[src/rtl/te_burst_ctrl.sv]
module te_burst_ctrl #(
  parameter int CNT_W = 16,
  parameter int VC_W  = 2,
  parameter int SEL_W = 3,
  parameter int NDMA  = 4,
  parameter int LB_W  = 2
) (
  input  logic             clk,
  input  logic             rst_n,
  input  logic [CNT_W-1:0] cfg_budget,
  input  logic             cfg_budget_we,
  input  logic [CNT_W-1:0] cfg_wc,
  input  logic [VC_W-1:0]  cfg_vc,
  input  logic             cfg_src_video,
  input  logic [SEL_W-1:0] cfg_dma_sel,
  input  logic [LB_W-1:0]  cfg_linebuf,
  input  logic             arm_set,
  input  logic             sw_start,
  input  logic             te_trig,
  input  logic             txfifo_nempty,
  input  logic             pkt_ack,
  input  logic             byte_take,
  output logic             pkt_req,
  output logic [VC_W-1:0]  pkt_vc,
  output logic [CNT_W-1:0] pkt_wc,
  output logic [NDMA-1:0]  dma_req,
  output logic             busy,
  output logic             armed,
  output logic [CNT_W-1:0] remaining,
  output logic             done,
  output logic             cfg_err,
  output logic             fifo_err
);

  typedef enum logic [1:0] {S_IDLE, S_HDR, S_PAY} st_t;

  st_t              st;
  logic [CNT_W-1:0] rem, pkt_left;
  logic             arm_q, done_q, cerr_q, ferr_q;

  wire idle     = (st == S_IDLE);
  wire cfg_bad  = (cfg_wc == '0) || (cfg_src_video && cfg_linebuf == '0);
  wire attempt  = idle && (arm_set || sw_start || (arm_q && te_trig));
  wire go       = idle && (sw_start || (arm_q && te_trig)) && !cfg_bad && !txfifo_nempty && rem != '0;
  wire arm_ok   = idle && arm_set && !cfg_bad && !txfifo_nempty;
  wire [CNT_W-1:0] pkt_size = (rem < cfg_wc) ? rem : cfg_wc;
  wire last_b   = (st == S_PAY) && byte_take && pkt_left == 1;
  wire finish   = last_b && rem == 1;

  always_ff @(posedge clk) begin
    if (!rst_n) begin
      st       <= S_IDLE;
      rem      <= '0;
      pkt_left <= '0;
      arm_q    <= 1'b0;
      done_q   <= 1'b0;
      cerr_q   <= 1'b0;
      ferr_q   <= 1'b0;
    end else begin
      done_q <= finish;
      if (attempt) begin
        cerr_q <= cfg_bad;
        ferr_q <= txfifo_nempty;
      end
      if (arm_ok) arm_q <= 1'b1;
      else if (finish) arm_q <= 1'b0;
      case (st)
        S_IDLE: begin
          if (cfg_budget_we) rem <= cfg_budget;
          if (go) st <= S_HDR;
        end
        S_HDR: if (pkt_ack) begin
          pkt_left <= pkt_size;
          st       <= S_PAY;
        end
        S_PAY: if (byte_take) begin
          rem      <= rem - 1'b1;
          pkt_left <= pkt_left - 1'b1;
          if (pkt_left == 1) st <= (rem == 1) ? S_IDLE : S_HDR;
        end
        default: st <= S_IDLE;
      endcase
    end
  end

  for (genvar i = 0; i < NDMA; i++) begin : g_dma
    assign dma_req[i] = !idle && !cfg_src_video && cfg_dma_sel == SEL_W'(i);
  end

  assign pkt_req   = (st == S_HDR);
  assign pkt_vc    = cfg_vc;
  assign pkt_wc    = pkt_size;
  assign busy      = !idle;
  assign armed     = arm_q;
  assign remaining = rem;
  assign done      = done_q;
  assign cfg_err   = cerr_q;
  assign fifo_err  = ferr_q;

  AST_IDLE_NO_DMA: assert property (@(posedge clk) disable iff (!rst_n)
    !busy |-> dma_req == '0);
  AST_DMA_ONEHOT: assert property (@(posedge clk) disable iff (!rst_n)
    $onehot0(dma_req));
  AST_VIDEO_NO_DMA: assert property (@(posedge clk) disable iff (!rst_n)
    cfg_src_video |-> dma_req == '0);
  AST_BYTE_DEC: assert property (@(posedge clk) disable iff (!rst_n)
    (st == S_PAY && byte_take) |=> remaining == $past(remaining) - 1'b1);
  AST_HDR_NO_DEC: assert property (@(posedge clk) disable iff (!rst_n)
    pkt_req |=> $stable(remaining));
  AST_HDR_SIZE: assert property (@(posedge clk) disable iff (!rst_n)
    pkt_req |-> (pkt_wc != '0 && pkt_wc <= cfg_wc));
  AST_DONE_ZERO: assert property (@(posedge clk) disable iff (!rst_n)
    done |-> (remaining == '0 && !busy && !armed));
  AST_DONE_PULSE: assert property (@(posedge clk) disable iff (!rst_n)
    done |=> !done);
  AST_WC0_IDLE: assert property (@(posedge clk) disable iff (!rst_n)
    (cfg_wc == '0 && !busy) |=> !busy);

endmodule

[config.mk]
export PLATFORM = sky130hd
export DESIGN_NAME = te_burst_ctrl
export DESIGN_NICKNAME = d
export VERILOG_FILES = /design/src/rtl/te_burst_ctrl.sv
export SDC_FILE = /design/constraint.sdc
export NUM_CORES = 1
export LEC_CHECK = 0
export ABC_CLOCK_PERIOD_IN_PS = 3370
export BUFFER_PORTS_ARGS = -buffer_cell sky130_fd_sc_hd__buf_4
export CAP_MARGIN = 10
export CORE_AREA = 2 2 80 82
export DETAILED_ROUTE_END_ITERATION = 10
export DIE_AREA = 0 0 82 84
export PLACE_DENSITY = 0.79
export SLEW_MARGIN = 20
export SYNTH_ARGS = -nofsm -noshare
export SYNTH_HDL_FRONTEND = slang
export SYNTH_SLANG_ARGS = --single-unit
[constraint.sdc]
create_clock -name clk -period 3.37 [get_ports clk]
set_clock_uncertainty 0.1 [all_clocks]
set_input_delay 0.5055 -clock clk [delete_from_list [all_inputs] [get_ports clk]]
set_output_delay 0.5055 -clock clk [all_outputs]
set_load 0.005 [all_outputs]
==> impl_metrics.csv <==
group,metric,value,unit
cts,clkSinkCount,38,
critical_path,start_kind,"input pin",
route,ant_nets,0,
timing,setup_tns,0,ns
global_routing,overflow,0,
power,max-vdd-ir-drop,0.0002116,V
cts,clkSlewWorstSetupHoldPaths,0.07,ns
floorplan,coreArea,6096,um2
placed_design,placedCellCount,557,
timing,rsz0062_at_grt,"false",
yosys,synth_edf_count,0,
yosys,ys_async_sr_fraction,0,
worst_hold_path,holdPathStages,3,
route,dr.pass1.iters,7,
cts,root_buffer,"clkbuf_8",
timing,slew_headroom,0.4262,
placed_design,io_buffers,88,
timing,worst_pin_slew,0.8607,ns
floorplan,dieArea,6888,um2
timing,setup_violations,0,
layout,regArea,760.7,um2
power,total_power,1.527,mW
yosys,yosys-top-cells-area,"dfxtp_1, ha_1, a21oi_1",
power,power.density,390.9,nW/um2
layout,final-instance-count-excl-fill,565,
global_routing,track_usage,0.2727,
floorplan,ios,93,
floorplan,rows,29,
route,wl_per_cell,16.58,um
cts,h-tree-depth,2,
critical_path,r2r_cells,6,
worst_hold_path,hp-class,"in -> reg",
job,max_cap_violations,0,
global_routing,grt_max_degree,28,
layout,fin_util,0.6408,
worst_hold_path,min_to,"fifo_err$_SDFFE_PN0P_",
critical_path,crit_type,"in -> out",
yosys,synth_seq_cells,38,
layout,area_growth,28.74,%
placed_design,gp_congestion,0.9043,
timing,max_freq,314.3,MHz
global_routing,grt_pass1_vias,3172,
cts,clock_path_buffers,2,
critical_path,cp.required,2.76,ns
yosys,yosys_warnings,0,
layout,diodes,0,
run_status,status,"finished, final reports clean",
layout,finalNetCount,556,
timing,timing.final.crit_period,3.181,ns
floorplan,chipWidth,82,um
route,totalWireLength,9366,um
timing,post-route-period-util,0.9440,
global_routing,grt_pass1_wl,14950,um
floorplan,die_y,84,um
cts,cts_resized,0,
yosys,synth_ff_type,"dfxtp_1",
cts,post_cts_buffers,0,
critical_path,rrSetupSlack,0.71,ns
layout,nFillCells,551,
cts,worstSkewPairLatency,0.28,ns
yosys,synth_area,3034,um2
cts,numCtsBuffers,5,
critical_path,reg2reg_from,"remaining[5]$_SDFFE_PN0P_",
yosys,synth_fp_nets,469,
layout,drive_above_1_share,0.2971,
route,drcViolationCount,0,
route,via_count,3474,
yosys,synth_cells,400,
cts,ctsHoldBuffers,0,
route,drtIter0Drc,308,
yosys,synth_top_area_cell,"dfxtp_1",
yosys,ys_seq_area_frac,0.2507,
route,viasPerCell,6.149,
worst_hold_path,hold_path.startpoint,"txfifo_nempty",
yosys,synth_top_area_frac,0.2507,
placed_design,dp_hpwl,7088,um
cts,cts_tree,"built",
critical_path,arrival,2.58,ns
critical_path,cp-end-kind,"primary output",
timing,drv_slew,0,
yosys,synth_common_cells,"nor2_1, nand2_1, dfxtp_1",
yosys,synth.distinct_cells,59,
yosys,synth.most_common_cell,"nor2_1",
layout,multi_input_area,2068,um2
global_routing,antenna_found_initial,0,
yosys,syn_avg_cell_area,7.585,um2
timing,final_hold_viol_count,0,
power,leakagePower,1.810,nW
critical_path,critPathMaxFanout,22,
critical_path,r2r-end,"pkt_left[5]$_SDFFE_PN0P_",
floorplan,start_util,0.4977,
[routing by layer]
layer | vias up | global-route usage | part of all wire
li1 | 1657 | - | -
met1 | 1589 | 0.3664 | 0.43
met2 | 195 | 0.4427 | 0.47
met3 | 33 | 0.03680 | 0.084
met4 | 0 | 0.09091 | 0.025
met5 | - | 0 | 0
[flip-flops by register name, summed over array words and instances (netlist names)]
register / count
st: 2
pkt_left: 16
fifo_err: 1
cfg_err: 1
remaining: 16
armed: 1
done: 1
[where the power goes]
group / internal, mW / leakage (nW) / switching (mW) / total (mW)
Combinational: 0.315 / 1.45 / 0.352 / 0.667
Sequential: 0.489 / 0.311 / 0.0444 / 0.534
Clock: 0.165 / 0.0482 / 0.161 / 0.326
Total: 0.970 / 1.81 / 0.557 / 1.53
[cell usage in the layout (no fill, tap or decap), types with 2 or more instances in the layout]
cell type  synthesis  final
a211oi_1           7      7
a21oi_1           30     30
a221oi_1           3      3
a22oi_1            4      4
a31oi_1            3      3
and3_1             3      3
and3b_1            2      2
buf_4              2    107
clkbuf_8           0      6
dfxtp_1           38     38
ha_1              20     20
inv_1             23     23
mux2_2             9      9
mux2_4             6      6
mux2i_1            2      2
nand2_1           39     39
nand2b_1           3      3
nand3_1           15     15
nand4_1            7      7
nor2_1            40     40
nor2b_1            3      2
nor3_1            16     16
nor3b_1            3      3
nor4_1             9      9
o211a_1            4      4
o211ai_1           2      2
o21a_1             6      6
o21ai_0           28     28
o221a_2            6      6
o22ai_1            4      4
o31a_1             2      2
o31ai_1            5      5
or2_2              2      2
or3_1              6      6
[metrics by stage]
| stage | setup slack (ns) | hold WS (ns) | area, um2 |
|---|---|---|---|
| final | 0.1888 | 0.3805 | 3906 |
| after global placement | 0.2705 | 0.3872 | 3815 |
| after detailed placement | 0.2250 | 0.3923 | 3815 |
| after floorplan | 0.6126 | 0.3735 | 3034 |
| after CTS | 0.2108 | 0.3891 | 3906 |
| after global routing | 0.08049 | 0.4184 | 3906 |
[how the worst max path moves through the flow]
stage / from / end / slack [ns] / cells past startpoint
4_1_cts: cfg_wc[14] / pkt_wc[0] / 0.21 / 9
5_1_grt: cfg_wc[14] / pkt_wc[0] / 0.08 / 9
3_3_place_gp: cfg_wc[3] / pkt_wc[0] / 0.27 / 9
3_5_place_dp: cfg_wc[3] / pkt_wc[0] / 0.23 / 9
2_1_floorplan: cfg_wc[14] / pkt_wc[1] / 0.61 / 9
6_report: cfg_wc[14] / pkt_wc[0] / 0.19 / 9
[worst max-delay path: stages]
cell and delay (ns):
buf_4 0.09, inv_1 0.05, ha_1 0.31, nand4_1 0.11, nor2_1 0.18, nand2_1 0.12, o211ai_4 0.61, mux2_2 0.45
buf_4 0.14
[kinds of logic (layout without fill, tap and decap cells)]
family                   Yosys count  count (layout)  synth area share
flip-flops                        38              38            0.2507
adder cells (fa/ha/maj)           20              20           0.08247
buffers and inverters             50             138           0.06845
AO/OA/AOI/OAI                    121             121            0.2763
multiplexers                      17              17           0.06969
AND/OR/NAND/NOR                  154             154            0.2524
[layout make-up]
cell class,count,share of cell area
clock buffers,7,0.02210
clock inverters,1,0.001281
inverters,23,0.02210
multi-input cells,312,0.5295
flip-flops and latches,38,0.1947
well taps,77,0.02466
repair buffers,107,0.2056
Note: power is estimated with default switching activity, not from simulation.
